**config.mk**
```make
export PLATFORM = sky130hd
export DESIGN_NAME = spi_cfg_port
export DESIGN_NICKNAME = d
export VERILOG_FILES = /design/src/rtl/spi_cfg_pkg.sv /design/src/rtl/spi_cfg_sync.sv /design/src/rtl/spi_cfg_frame.sv /design/src/rtl/spi_cfg_regs.sv /design/src/rtl/spi_cfg_port.sv
export SDC_FILE = /design/constraint.sdc
export NUM_CORES = 1
export LEC_CHECK = 0
export ABC_CLOCK_PERIOD_IN_PS = 2600
export BUFFER_PORTS_ARGS = -buffer_cell sky130_fd_sc_hd__clkbuf_2
export CORE_MARGIN = 1.5
export CORE_UTILIZATION = 45
export DETAILED_ROUTE_END_ITERATION = 6
export PLACE_DENSITY = 0.81
export SYNTH_ARGS = -nofsm -noshare
export SYNTH_HDL_FRONTEND = slang
export SYNTH_HIERARCHICAL = 1
export SYNTH_SLANG_ARGS = --single-unit
```
**constraint.sdc**
```tcl
create_clock -name clk -period 2.6 [get_ports clk]
set_input_delay 0.39 -clock clk [delete_from_list [all_inputs] [get_ports clk]]
set_output_delay 0.39 -clock clk [all_outputs]
set_load 0.01 [all_outputs]
```
**src/rtl/spi_cfg_pkg.sv**
```systemverilog
package spi_cfg_pkg;
   localparam int FRAME_W = 24;
   localparam int BYTE_W  = 8;
   localparam int ADDR_W  = 8;
   localparam int ID_W    = 7;
   localparam int HDR_W   = FRAME_W - BYTE_W;

   typedef struct packed {
      logic [ID_W-1:0]   dev_id;
      logic              is_rd;
      logic [ADDR_W-1:0] index;
      logic [BYTE_W-1:0] payload;
   } frame_t;
endpackage

```
**src/rtl/spi_cfg_sync.sv**
```systemverilog
module spi_cfg_sync #(
   parameter int           W       = 1,
   parameter int           STAGES  = 2,
   parameter logic [W-1:0] RST_VAL = '0
) (
   input  logic         clk,
   input  logic         rst_n,
   input  logic [W-1:0] d,
   output logic [W-1:0] q
);
   logic [W-1:0] st [STAGES];

   always_ff @(posedge clk or negedge rst_n) begin
      if (!rst_n) begin
         for (int i = 0; i < STAGES; i++) st[i] <= RST_VAL;
      end else begin
         st[0] <= d;
         for (int i = 1; i < STAGES; i++) st[i] <= st[i-1];
      end
   end

   assign q = st[STAGES-1];
endmodule

```
**src/rtl/spi_cfg_frame.sv**
```systemverilog
module spi_cfg_frame
   import spi_cfg_pkg::*;
#(
   parameter logic [ID_W-1:0] DEV_ID = 7'h04
) (
   input  logic              clk,
   input  logic              rst_n,
   input  logic              sclk_s,
   input  logic              sel_s,
   input  logic              sdi_s,
   input  logic [BYTE_W-1:0] rd_byte,
   output logic [ADDR_W-1:0] rd_index,
   output logic              wr_fire,
   output logic [ADDR_W-1:0] wr_index,
   output logic [BYTE_W-1:0] wr_byte,
   output logic              sdo,
   output logic              sdo_oe
);
   localparam int CNT_W = $clog2(FRAME_W + 2);
   localparam logic [CNT_W-1:0] CNT_FULL = CNT_W'(FRAME_W);
   localparam logic [CNT_W-1:0] CNT_OVER = CNT_W'(FRAME_W + 1);
   localparam logic [CNT_W-1:0] CNT_HDR  = CNT_W'(HDR_W);

   logic               sclk_q, sel_q;
   logic [CNT_W-1:0]   cnt;
   logic [FRAME_W-1:0] sh;
   logic [BYTE_W-1:0]  rd_sh;
   logic               sdo_q, oe_q;
   logic               rise, fall, sel_rise, hdr_rd_ok, in_data;
   frame_t             fr;

   assign fr        = frame_t'(sh);
   assign rise      = sclk_s & ~sclk_q;
   assign fall      = ~sclk_s & sclk_q;
   assign sel_rise  = sel_s & ~sel_q;
   // at the 16th edge the header sits in the low 16 bits of the shifter
   assign rd_index  = sh[ADDR_W-1:0];
   assign hdr_rd_ok = (sh[HDR_W-1 -: ID_W] == DEV_ID) && sh[ADDR_W];
   assign in_data   = (cnt >= CNT_HDR) && (cnt < CNT_FULL);

   always_ff @(posedge clk or negedge rst_n) begin
      if (!rst_n) begin
         sclk_q <= 1'b1;
         sel_q  <= 1'b1;
         cnt    <= '0;
         sh     <= '0;
         rd_sh  <= '0;
         sdo_q  <= 1'b0;
         oe_q   <= 1'b0;
      end else begin
         sclk_q <= sclk_s;
         sel_q  <= sel_s;
         if (sel_s) begin
            cnt  <= '0;
            oe_q <= 1'b0;
         end else begin
            if (rise) begin
               sh <= {sh[FRAME_W-2:0], sdi_s};
               if (cnt != CNT_OVER) cnt <= cnt + 1'b1;
            end
            if (fall && in_data) begin
               if (cnt == CNT_HDR) begin
                  if (hdr_rd_ok) begin
                     oe_q  <= 1'b1;
                     sdo_q <= rd_byte[BYTE_W-1];
                     rd_sh <= {rd_byte[BYTE_W-2:0], 1'b0};
                  end
               end else begin
                  sdo_q <= rd_sh[BYTE_W-1];
                  rd_sh <= {rd_sh[BYTE_W-2:0], 1'b0};
               end
            end
         end
      end
   end

   assign wr_fire  = sel_rise && (cnt == CNT_FULL) && (fr.dev_id == DEV_ID) && !fr.is_rd;
   assign wr_index = fr.index;
   assign wr_byte  = fr.payload;
   assign sdo      = sdo_q & oe_q;
   assign sdo_oe   = oe_q;
endmodule

```
**src/rtl/spi_cfg_regs.sv**
```systemverilog
module spi_cfg_regs
   import spi_cfg_pkg::*;
#(
   parameter int N_REGS   = 17,
   parameter int RSV_LO   = 5,
   parameter int RSV_HI   = 13,
   parameter int LOCK_REG = 1,
   parameter int LOCK_BIT = 2
) (
   input  logic                     clk,
   input  logic                     rst_n,
   input  logic                     we,
   input  logic [ADDR_W-1:0]        waddr,
   input  logic [BYTE_W-1:0]        wdata,
   input  logic [ADDR_W-1:0]        raddr,
   input  logic                     lock_s,
   output logic [BYTE_W-1:0]        rdata,
   output logic [N_REGS*BYTE_W-1:0] cfg_flat,
   output logic                     wr_strobe
);
   localparam logic [BYTE_W-1:0] RO_MASK = BYTE_W'(1) << LOCK_BIT;

   logic hit_ok;

   assign hit_ok = we && (waddr < ADDR_W'(N_REGS)) &&
                   !((waddr >= ADDR_W'(RSV_LO)) && (waddr <= ADDR_W'(RSV_HI)));

   for (genvar g = 0; g < N_REGS; g++) begin : g_reg
      if (g >= RSV_LO && g <= RSV_HI) begin : g_rsv
         assign cfg_flat[g*BYTE_W +: BYTE_W] = '0;
      end else begin : g_live
         localparam logic [BYTE_W-1:0] KEEP = (g == LOCK_REG) ? ~RO_MASK : '1;
         logic [BYTE_W-1:0] q;
         always_ff @(posedge clk or negedge rst_n) begin
            if (!rst_n)                                  q <= '0;
            else if (hit_ok && waddr == ADDR_W'(g))      q <= wdata & KEEP;
         end
         assign cfg_flat[g*BYTE_W +: BYTE_W] = q;
      end
   end

   always_comb begin
      rdata = '0;
      for (int i = 0; i < N_REGS; i++) begin
         if (raddr == ADDR_W'(i)) begin
            rdata = cfg_flat[i*BYTE_W +: BYTE_W];
            if (i == LOCK_REG) rdata[LOCK_BIT] = lock_s;
         end
      end
   end

   always_ff @(posedge clk or negedge rst_n) begin
      if (!rst_n) wr_strobe <= 1'b0;
      else        wr_strobe <= hit_ok;
   end
endmodule

```
**src/rtl/spi_cfg_port.sv**
```systemverilog
module spi_cfg_port
   import spi_cfg_pkg::*;
#(
   parameter int              N_REGS      = 17,
   parameter int              RSV_LO      = 5,
   parameter int              RSV_HI      = 13,
   parameter int              LOCK_REG    = 1,
   parameter int              LOCK_BIT    = 2,
   parameter int              SYNC_STAGES = 2,
   parameter logic [ID_W-1:0] DEV_ID      = 7'h04
) (
   input  logic                     clk,
   input  logic                     rst_n,
   input  logic                     sel_n,
   input  logic                     sclk,
   input  logic                     sdi,
   input  logic                     pll_lock,
   output logic                     sdo,
   output logic                     sdo_oe,
   output logic [N_REGS*BYTE_W-1:0] cfg_flat,
   output logic                     wr_strobe
);
   if (SYNC_STAGES < 2) begin : g_chk_sync
      $error("SYNC_STAGES must be at least 2");
   end
   if (N_REGS < 1 || N_REGS > 255) begin : g_chk_nregs
      $error("N_REGS out of range");
   end
   if (RSV_LO > RSV_HI || RSV_HI >= N_REGS) begin : g_chk_rsv
      $error("reserved window outside register map");
   end
   if (LOCK_REG >= N_REGS || LOCK_BIT >= BYTE_W) begin : g_chk_lock
      $error("lock bit position outside register map");
   end

   logic [3:0]        pins_s;
   logic              sel_s, sclk_s, sdi_s, lock_s;
   logic [ADDR_W-1:0] rd_index, wr_index;
   logic [BYTE_W-1:0] rd_byte, wr_byte;
   logic              wr_fire;

   spi_cfg_sync #(.W(4), .STAGES(SYNC_STAGES), .RST_VAL(4'b0011)) u_sync (
      .clk   (clk),
      .rst_n (rst_n),
      .d     ({pll_lock, sdi, sclk, sel_n}),
      .q     (pins_s)
   );
   assign {lock_s, sdi_s, sclk_s, sel_s} = pins_s;

   spi_cfg_frame #(.DEV_ID(DEV_ID)) u_frame (
      .clk      (clk),
      .rst_n    (rst_n),
      .sclk_s   (sclk_s),
      .sel_s    (sel_s),
      .sdi_s    (sdi_s),
      .rd_byte  (rd_byte),
      .rd_index (rd_index),
      .wr_fire  (wr_fire),
      .wr_index (wr_index),
      .wr_byte  (wr_byte),
      .sdo      (sdo),
      .sdo_oe   (sdo_oe)
   );

   spi_cfg_regs #(
      .N_REGS(N_REGS), .RSV_LO(RSV_LO), .RSV_HI(RSV_HI),
      .LOCK_REG(LOCK_REG), .LOCK_BIT(LOCK_BIT)
   ) u_regs (
      .clk       (clk),
      .rst_n     (rst_n),
      .we        (wr_fire),
      .waddr     (wr_index),
      .wdata     (wr_byte),
      .raddr     (rd_index),
      .lock_s    (lock_s),
      .rdata     (rd_byte),
      .cfg_flat  (cfg_flat),
      .wr_strobe (wr_strobe)
   );
endmodule

```
==> metrics.txt, run 1 <==
status complete, but fails checks; violated checks setup timing; Setup Viol. Count Final 6; critical path cell sequence inv_1, ha_1, nand2b_1, nor3_2, or4b_4, nor4_4, nand2_1, nor2_4, buf_12, mux2_4; Clock Latency Late Sink 350 ps; #FFs+latches synth roughly 110; Clock Tree Buf Depth 2; Worst Tran Pin Value 980 ps; Final Instance Area 6610 um2; post-route ant nets 0; Hold Worst Slack between 15 and 20 ps; pwr dens 656 nW/um2; Boundary Pins 145; Nets 572; DRC Markers 0; vias in the first global route 3739; Total Power 0.00434 W; top_reg_cell synth dfrtp_1; Req. time, crit path 2830 ps; worst hold path class in -> async; CTS root buffer clkbuf_16; Avg Cell Area, Syn 12.0 um2; startpoint class of the critical path flip-flop; Cell Area, Synth 6000 um2; Peak Freq 383 MHz; Final period util 100%; Reg clk slew, reported paths 70 ps; starting density of the core 45.7%; sequential fraction of the synthesis area 46.8%; placed cell area roughly 6200 um2; Row Count 42; maximum VDD drop 402 uV; Filler cells 1143; EDFF count, synth 0; ant diodes 0; synth top area cells dfrtp_1, mux2_2, buf_4; Leak Pwr around 3.4 nW; Final Hold Viols 0; Synth-to-Final Area Change 10.2%; Crit-path slowest cell or4b_4; Ys Warns 6; top cell type's share of synthesized area 44.2%; Max-Cap Viols 0; layout cell share with drive strength beyond 1 between 40% and 50%; DR pass1 iterations 6; top post-synthesis cells by count dfrtp_1, buf_4, mux2_2, nand2_1, nor2_1; total CTS buffers 9; CORE AREA 13100 um2; CTS tree yes; first-pass GRT wire length between 20000 and 25000 um; Layout Skew 9.06 ps; CTS HTree Levels 3; buffer and inverter count on the worst path 2; Distinct cells, synth 55; worst-path maximum fanout 7; GPL Wtd Cong 0.853; max-slew violations 0; vias per inst about 5.2; dpl cells 720; Avg WL per Cell 17.3 um; CP delay by family, top simple AND/OR/NAND/NOR gates; CP max stage delay ~500 ps; drt total wl 12900 um; initial antenna violation count 0; IO buf count 71; cell type with the largest total area after synthesis dfrtp_1; fin crit period 2610 ps; WS Path Type reg -> reg; Cells after Synth ~500; hpwl dp 8940 um; DIE HEIGHT 118 um; Die W 118 um; GRT Residual Overflow 0; RSZ-0062 raised after global routing true; GRT Util Overall 18.4%; die area approximately 14000 um2; DR vias 3879; WP data arrival 2840 ps; Synth async-reset ratio 100%; initial drt markers 178; min setup slack post-route -9.39 ps; Max-slew headroom 34.5%; most common cell in the netlist dfrtp_1; largest net degree at the start of global routing 54; setup_tns -22.2 ps; Post-Layout Cell Count between 700 and 800; clock sink count 112; crit end category flip-flop
## per-stage QoR
stage	utilization, %	worst slack [ps]
final	50.3	-9.39
after global routing	50.3	-126
after CTS	49.4	7.49
after detailed placement	47.1	-3.45
after global placement	47.1	2.51
after floorplan	-	63.4
## report_power, final
group	switching [W]	total, W	internal [W]
Sequential	0.000143	0.00196	0.00181
Clock	0.000601	0.00135	0.000749
Combinational	0.000634	0.00103	0.000397
Total	0.00138	0.00434	0.00296
## logic make-up after synthesis
logic type / after synthesis / synth area share [%]
AND/OR/NAND/NOR: 70 / 7.78
adder cells (fa/ha/maj): 4 / 0.793
multiplexers: 109 / 20.7
other: 1 / 0.0625
buffers and inverters: 125 / 14.6
flip-flops: 112 / 46.8
XOR/XNOR: 4 / 0.584
AO/OA/AOI/OAI: 73 / 8.59
## layer usage
metal / routed length, um / GRT usage [%] / vias up
met5: 0 / 0 / -
met4: 340 / 8.21 / 0
met3: 649 / 4.01 / 24
met2: 6350 / 29.8 / 153
met1: 5510 / 23.8 / 1975
li1: - / - / 1727
## cell type report
| class | count | area (um2) | share of cell area, % |
|---|---|---|---|
| sequential | 112 | 2810 | 42.5 |
| multi-input combinational | 333 | 2650 | 40.0 |
| timing repair buffer | 103 | 636 | 9.61 |
| clock buffer | 13 | 240 | 3.63 |
| tap | 176 | 220 | 3.33 |
| clock inverter | 3 | 45.0 | 0.681 |
| inverter | 4 | 15.0 | 0.227 |
## worst paths after layout
path | from | to | slack, ps | cells after the start
min | rst_n | u_frame/sdo_q | 20 | 1
max reg2reg | u_frame/cnt[0] | u_regs/g_reg[2].g_live.q[0] | -9 | 10
min reg2reg | u_sync/st[6] | u_sync/q[2] | 350 | 0
min in group clk | sel_n | u_sync/st[4] | 120 | 1
max | u_frame/cnt[0] | u_regs/g_reg[2].g_live.q[0] | -9 | 10
max in group asynchronous | rst_n | u_frame/sclk_q | 1880 | 2
## sequential cells by signal (all words and copies together) (netlist names)
register / count
u_frame/cnt: 5
u_frame/sel_q: 1
u_frame/sdo_oe: 1
u_frame/sdo_q: 1
u_regs/g.g_live.q: 63
u_sync/st: 4
u_frame/fr: 24
u_regs/wr_strobe: 1
u_frame/rd_sh: 7
u_sync/q: 4
u_frame/sclk_q: 1
## cells in the final DEF, fill, tap and decap left out, types with 4 or more instances in the layout
master     synthesis  layout
a22o_1             9       9
clkbuf_16          0       9
clkbuf_1           8       4
nand3_1            5       5
dfstp_2            6       6
mux2_4             7      16
a21oi_1           10      10
mux2i_1            8       8
o21ai_0           10      10
o2bb2ai_1          7       7
buf_4            104      30
mux2_2            94      85
a21o_1             7       7
o31ai_1            6       6
clkbuf_2           1      70
o22ai_1           10      10
conb_1             1      73
nor2_1            11      11
nand2_1           15      14
dfrtp_1          106     106
a21boi_0           8       8
## worst register-to-register path: cells and delay by family, from the launching register on
family	cells	cell delay [ps]
muxes	1	300
and+or+nand+nor	6	1400
DFF	1	400
adders and majority gates	1	150
buffers and inverters	2	260
## timing repair
item / in CTS / in global routing
hold buffers: 0 / 0
setup buffers: 0 / 8
resized for setup: 2 / 15
pin swaps: 1 / 6
cloned: 0 / 0
endpoints found under the setup margin: 24 / 58
hold endpoints to repair: 0 / 0
(Power assumes the default switching activity.)
==> run 2, diff against run 1 <==
--- a/config.mk
+++ b/config.mk
@@ -9,6 +9,7 @@
 export BUFFER_PORTS_ARGS = -buffer_cell sky130_fd_sc_hd__clkbuf_2
 export CORE_MARGIN = 1.5
 export CORE_UTILIZATION = 45
+export CTS_BUF_LIST = sky130_fd_sc_hd__clkbuf_2 sky130_fd_sc_hd__clkbuf_4 sky130_fd_sc_hd__clkbuf_8
 export DETAILED_ROUTE_END_ITERATION = 6
 export PLACE_DENSITY = 0.81
 export SYNTH_ARGS = -nofsm -noshare
==> run 2 against run 1 <==
  * The run now ends clean
  * Sequential share of layout area rose by 0.70 points
  * Clock skew rose by 3.2 ps
  * Count of clock-buffer cells in the layout did not move
  * Fmax rose by 0.73%
  * Sequential power barely moved
  * Critical path depth fell by 1
  * Largest power group unchanged
==> metrics.txt, run 2 (synthesis gave the netlist of run 1 again) <==
Peak Freq 386 MHz (+0.73%); Max-slew headroom 36.8% (+2.3 points); vias in the first global route 3707 (-0.86%); DIE HEIGHT 118 um (unchanged); max-slew violations 0 (unchanged); hpwl dp 8940 um (unchanged); Post-Layout Cell Count 741 (-0.40%); GRT Residual Overflow 0 (unchanged); Clock Tree Buf Depth 2 (unchanged); Final Hold Viols 0 (unchanged); clock network power share 26.2% (-4.9 points); Top reg by flops u_regs/g.g_live.q; Layout Skew 12.2 ps (+3.16 ps); Clock Latency Late Sink 380 ps (+30 ps); Seq pwr share 48.4% (+3.3 points); maximum VDD drop 311 uV (-23%); initial antenna violation count 0 (unchanged); worst hold path class in -> reg; Synth-to-Final Area Change 8.40%; dpl cells 720 (unchanged); CTS root buffer clkbuf_8; Setup Viol. Count Final 0 (-6); most common cell after layout, fill and taps aside dfrtp_1; post-route ant nets 0 (unchanged); vias per inst 5.23 (+0.25%); CTS HTree Levels 3 (unchanged); initial drt markers 158 (-11%); crit end category flip-flop; hold path depth 1; Boundary Pins 145 (unchanged); RSZ-0062 raised after global routing true; Switching Fraction 33.2% (+1.4 points); Hold Worst Slack 80.9 ps (+61.0 ps); Switch Pwr 0.00134 W (-2.9%); GRT Util Overall 18.3% (-0.081 points); Max-Cap Viols 0 (unchanged); Comb pwr share 25.4% (+1.6 points); DRC Markers 0 (unchanged); WP data arrival 2860 ps (+20 ps); R2R Path Start u_frame/cnt[1]; Final period util 99.6% (-0.72 points); internal power 0.00270 W (-8.9%); ant diodes 0 (unchanged); clock sink count 112 (unchanged); total CTS buffers 9 (unchanged); Die W 118 um (unchanged); fin crit period 2590 ps (-18.8 ps); Worst Tran Pin Value 946 ps (-34.2 ps); leading cell types in the layout, fill and taps excluded dfrtp_1, mux2_2, conb_1; IO buf count 71 (unchanged); GPL Wtd Cong 0.853 (unchanged); die area 14000 um2 (unchanged); drt total wl 12700 um (-1.2%); Filler cells 1160 (+1.5%); Leak Pwr 3.31 nW (-1.5%); Req. time, crit path 2870 ps (+40 ps); DR pass1 iterations 6 (unchanged); Reg clk slew, reported paths 100 ps (+30 ps); pwr dens 620 nW/um2 (-5.4%); Row Count 42 (unchanged); Worst Setup SP u_frame/cnt[1]; first-pass GRT wire length 20000 um (-0.86%); CORE AREA 13100 um2 (unchanged); Nets 569 (-0.52%); HP Start sel_n; starting density of the core 45.7% (unchanged); worst-path maximum fanout 7 (unchanged); status finished clean; startpoint class of the critical path flip-flop; Reg2Reg Depth 9 (-1); largest net degree at the start of global routing 54 (unchanged); Avg WL per Cell 17.1 um (-0.80%); DR vias 3873 (-0.15%); layout cell share with drive strength beyond 1 43.2% (+0.23 points); CTS tree yes; WS Path Type reg -> reg; Finished Core Util 49.5% (-0.82 points); max FFs per register 63 (unchanged)
==> run 2: metrics by stage <==
step	worst slack [ps]	TNS (ps)	total power, W	cell area (um2)
detailed placement	-3.45	-3.45	0.00298	6190
CTS	15.2	0	0.00403	6420
global route	-125	-2830	0.00422	6500
floorplan	63.4	0	0.00283	6270
global placement	2.51	0	0.00294	6190
finish	9.43	0	0.00403	6500
==> run 2: what timing repair did <==
item,4_1_cts,5_1_grt
hold endpoints to repair,31,0
resized for setup,3,13
setup endpoints to repair,25,62
setup buffers,0,4
hold buffers,1,0
pin swaps,1,6
==> run 2: critical path, stage by stage, from the launching register on <==
cell      delay [ps]
dfrtp_1          420
inv_1             90
ha_1             140
nand2b_1         100
nor3_2           150
or4b_4           490
nor4_4           300
nand2_1          140
nor2_4           270
mux2_2           380
==> run 2: area by class of cell <==
type | count | area (um2) | area share [%]
inverters | 4 | 15.0 | 0.231
clock inverters | 3 | 45.0 | 0.693
clock buffers | 13 | 154 | 2.37
repair buffers | 100 | 616 | 9.47
well taps | 176 | 220 | 3.39
flip-flops and latches | 112 | 2810 | 43.2
multi-input cells | 333 | 2640 | 40.7
==> run 2: worst paths after layout <==
check	slack (ps)	endpoint
min reg2reg	360	u_sync/q[2]
min	80	u_sync/st[4]
min in group asynchronous	530	u_frame/sdo_q
max	9	u_regs/g_reg[1].g_live.q[3]
max reg2reg	9	u_regs/g_reg[1].g_live.q[3]
max in group asynchronous	1370	u_frame/sclk_q
==> run 2: per-layer routing <==
layer	part of all wire [%]	global-route usage, %
met2	50	30.0
met3	5.7	4.15
met1	42	23.5
met5	0	0
met4	2.3	7.61
==> run 2: power by group through the flow <==
stage                     clock network [W]  registers (W)  logic, W
after floorplan                           0        0.00189  0.000933
after global placement                    0        0.00198  0.000964
after detailed placement                  0        0.00198  0.000996
after CTS                           0.00108        0.00195   0.00100
after global routing                0.00114        0.00197   0.00111
final                               0.00106        0.00195   0.00103
==> run 3, diff against run 2 <==
--- a/config.mk
+++ b/config.mk
@@ -6,12 +6,12 @@
 export NUM_CORES = 1
 export LEC_CHECK = 0
 export ABC_CLOCK_PERIOD_IN_PS = 2600
-export BUFFER_PORTS_ARGS = -buffer_cell sky130_fd_sc_hd__clkbuf_2
 export CORE_MARGIN = 1.5
 export CORE_UTILIZATION = 45
 export CTS_BUF_LIST = sky130_fd_sc_hd__clkbuf_2 sky130_fd_sc_hd__clkbuf_4 sky130_fd_sc_hd__clkbuf_8
 export DETAILED_ROUTE_END_ITERATION = 6
-export PLACE_DENSITY = 0.81
+export DONT_BUFFER_PORTS = 1
+export PLACE_DENSITY = 0.71
 export SYNTH_ARGS = -nofsm -noshare
 export SYNTH_HDL_FRONTEND = slang
 export SYNTH_HIERARCHICAL = 1
==> run 3 against run 2 <==
  * Combinational power hardly changed
  * The run now ends with hold timing left
  * Highest routed layer unchanged
  * Largest cell class unchanged
  * Final area decreased by 4.3%
  * Routed wire length fell by 2.5%
  * Utilization fell by 2.1 points
==> metrics.txt, run 3 (synthesis gave the netlist of run 1 again) <==
post-route ant nets 0 (unchanged); Boundary Pins 145 (unchanged); initial antenna violation count 0 (unchanged); WP data arrival 2770 ps (-90 ps); worst hold path class in -> async; Peak Freq 400 MHz (+3.6%); Max-slew headroom 54.8% (+18 points); Leak Pwr 3.03 nW (-8.4%); max FFs per register 63 (unchanged); startpoint class of the critical path flip-flop; setup_tns 0 ps (unchanged); vias in the first global route 3651 (-1.5%); Die W 118 um (unchanged); drt total wl 12400 um (-2.5%); hpwl dp 8600 um (-3.8%); stages on the worst setup path 7 (-2); GRT Util Overall 18.2% (-0.092 points); Synth-to-Final Area Change 3.80%; status complete, but fails checks; Row Count 42 (unchanged); Layout Skew 8.83 ps (-3.38 ps); Final period util 96.2% (-3.4 points); DR vias 3580 (-7.6%); first-pass GRT wire length 19900 um (-0.17%); largest net degree at the start of global routing 113 (+110%); R2R Path Start u_frame/fr[1]; CTS root buffer clkbuf_8; clock sink count 112 (unchanged); CP delay by family, top compound AO/OA/AOI/OAI gates; min setup slack post-route 99.0 ps (+89.6 ps); die area 14000 um2 (unchanged); Post-Layout Cell Count 676 (-8.8%); Reg2Reg Depth 7 (-2); GPL Wtd Cong 0.835 (-2.0%); leading cell types in the layout, fill and taps excluded dfrtp_1, mux2_2, conb_1; most common cell after layout, fill and taps aside dfrtp_1; total CTS buffers 9 (unchanged); DR pass1 iterations 5 (-1); GRT Residual Overflow 0 (unchanged); internal reg-to-reg setup slack 100 ps (+90 ps); Hold-fix buffers, CTS 2 (+1); Worst Tran Pin Value 676 ps (-270 ps); pwr dens 635 nW/um2 (+2.3%); RSZ-0062 raised after global routing true; starting density of the core 45.7% (unchanged); DIE HEIGHT 118 um (unchanged); r2r endpoint u_frame/rd_sh[7]; Avg WL per Cell 18.3 um (+6.8%); dpl cells 650 (-9.7%); vias per inst 5.30 (+1.3%); Setup Viol. Count Final 0 (unchanged); Nets 504 (-11%); Top reg by flops u_regs/g.g_live.q; Clock Tree Buf Depth 2 (unchanged); Setup crit end u_frame/rd_sh[7]; Clock Latency Late Sink 370 ps (about the same); Reg clk slew, reported paths 100 ps (about the same); Final Hold Viols 112 (+112); Max-Cap Viols 0 (unchanged); CTS tree yes; CORE AREA 13100 um2 (unchanged); pre-CTS setup slack -32.7 ps (-29.2 ps); Req. time, crit path 2870 ps (about the same); WS Path Type reg -> reg; fin crit period 2500 ps (-89.6 ps); Worst Setup SP u_frame/fr[1]; Crit-path slowest cell dfrtp_1; max-slew violations 0 (unchanged); critical path cell sequence and3_1, a211oi_2, o21ai_0, a2bb2oi_1, a21oi_1, mux2_2, mux2_4; CP max stage delay 590 ps (+100 ps); Total Power 0.00395 W (-2.0%); Filler cells 1162 (+0.17%); IO buf count 0 (-100%); Hold Worst Slack -290 ps (-371 ps); violated checks hold timing; worst-path maximum fanout 10 (+3); Finished Core Util 47.4% (-2.1 points); maximum VDD drop 326 uV (+4.6%); buffer and inverter count on the worst path 0 (-1); Multi-input gate area 2640 um2 (unchanged); area taken by flip-flops and latches 2810 um2 (unchanged); DRC Markers 0 (unchanged); crit end category flip-flop; CTS HTree Levels 3 (unchanged); initial drt markers 145 (-8.2%); layout cell share with drive strength beyond 1 35.2% (-8.0 points); ant diodes 0 (unchanged)
## run 3: cell types whose count changed in the layout (fill, tap and decap cells not counted), sizes merged
cell         previous run  this run
buf                    29        33
bufinv                  1         0
clkbuf                 83        12
clkinv                  0         2
clkinvlp                2         1
dlygate4sd3             1         2
inv                     4         5
## run 3: power by group
| part | leakage [nW] | total (W) | internal, W | switching (W) |
|---|---|---|---|---|
| sequential | 1.52 | 0.00194 | 0.00181 | 0.000131 |
| combinational | 1.41 | 0.00102 | 0.000405 | 0.000619 |
| clock | 0.0988 | 0.000986 | 0.000428 | 0.000558 |
| total | 3.03 | 0.00395 | 0.00264 | 0.00131 |
## run 3: repair_timing
action,in CTS,in global routing
setup buffers,8,0
hold endpoints to repair,114,112
resized for setup,5,10
pin swaps,7,7
endpoints found under the setup margin,31,53
## run 3: worst reg2reg max path, stage by stage, from the launching register on
cell and delay [ps]:
dfrtp_1 590, and3_1 280, a211oi_2 480, o21ai_0 200, a2bb2oi_1 250, a21oi_1 60, mux2_2 270, mux2_4 260
## run 3: worst min path at each step
stage / slack [ps] / end / depth (start not counted)
after floorplan: 90 / u_frame/cnt[0] / 0
after detailed placement: 100 / u_sync/st[6] / 0
after global placement: 100 / u_sync/st[6] / 0
after global routing: -340 / u_regs/g_reg[1].g_live.q[7] / 0
after CTS: -320 / u_frame/cnt[3] / 0
final: -290 / u_frame/fr[10] / 0
## run 3: layer usage
metal / vias up / GRT usage, % / share of wire (%)
met4: 0 / 4.89 / 1.3
met3: 11 / 6.47 / 7.0
met5: - / 0 / 0
met1: 1846 / 21.6 / 40
met2: 130 / 31.5 / 51
li1: 1593 / - / -
## run 3: layout make-up
type	instances	share of cell area (%)
Tap cell	176	3.54
Multi-Input combinational cell	333	42.5
Inverter	4	0.241
Clock buffer	12	2.65
Sequential cell	112	45.1
Clock inverter	4	0.422
Timing Repair Buffer	35	5.57
## run 3: per-stage QoR
stage,hold WS (ps),instance area (um2)
after floorplan,94.4,6270
after global placement,99.5,5870
after detailed placement,99.6,5870
after CTS,-319,6190
after global routing,-338,6230
final,-290,6230
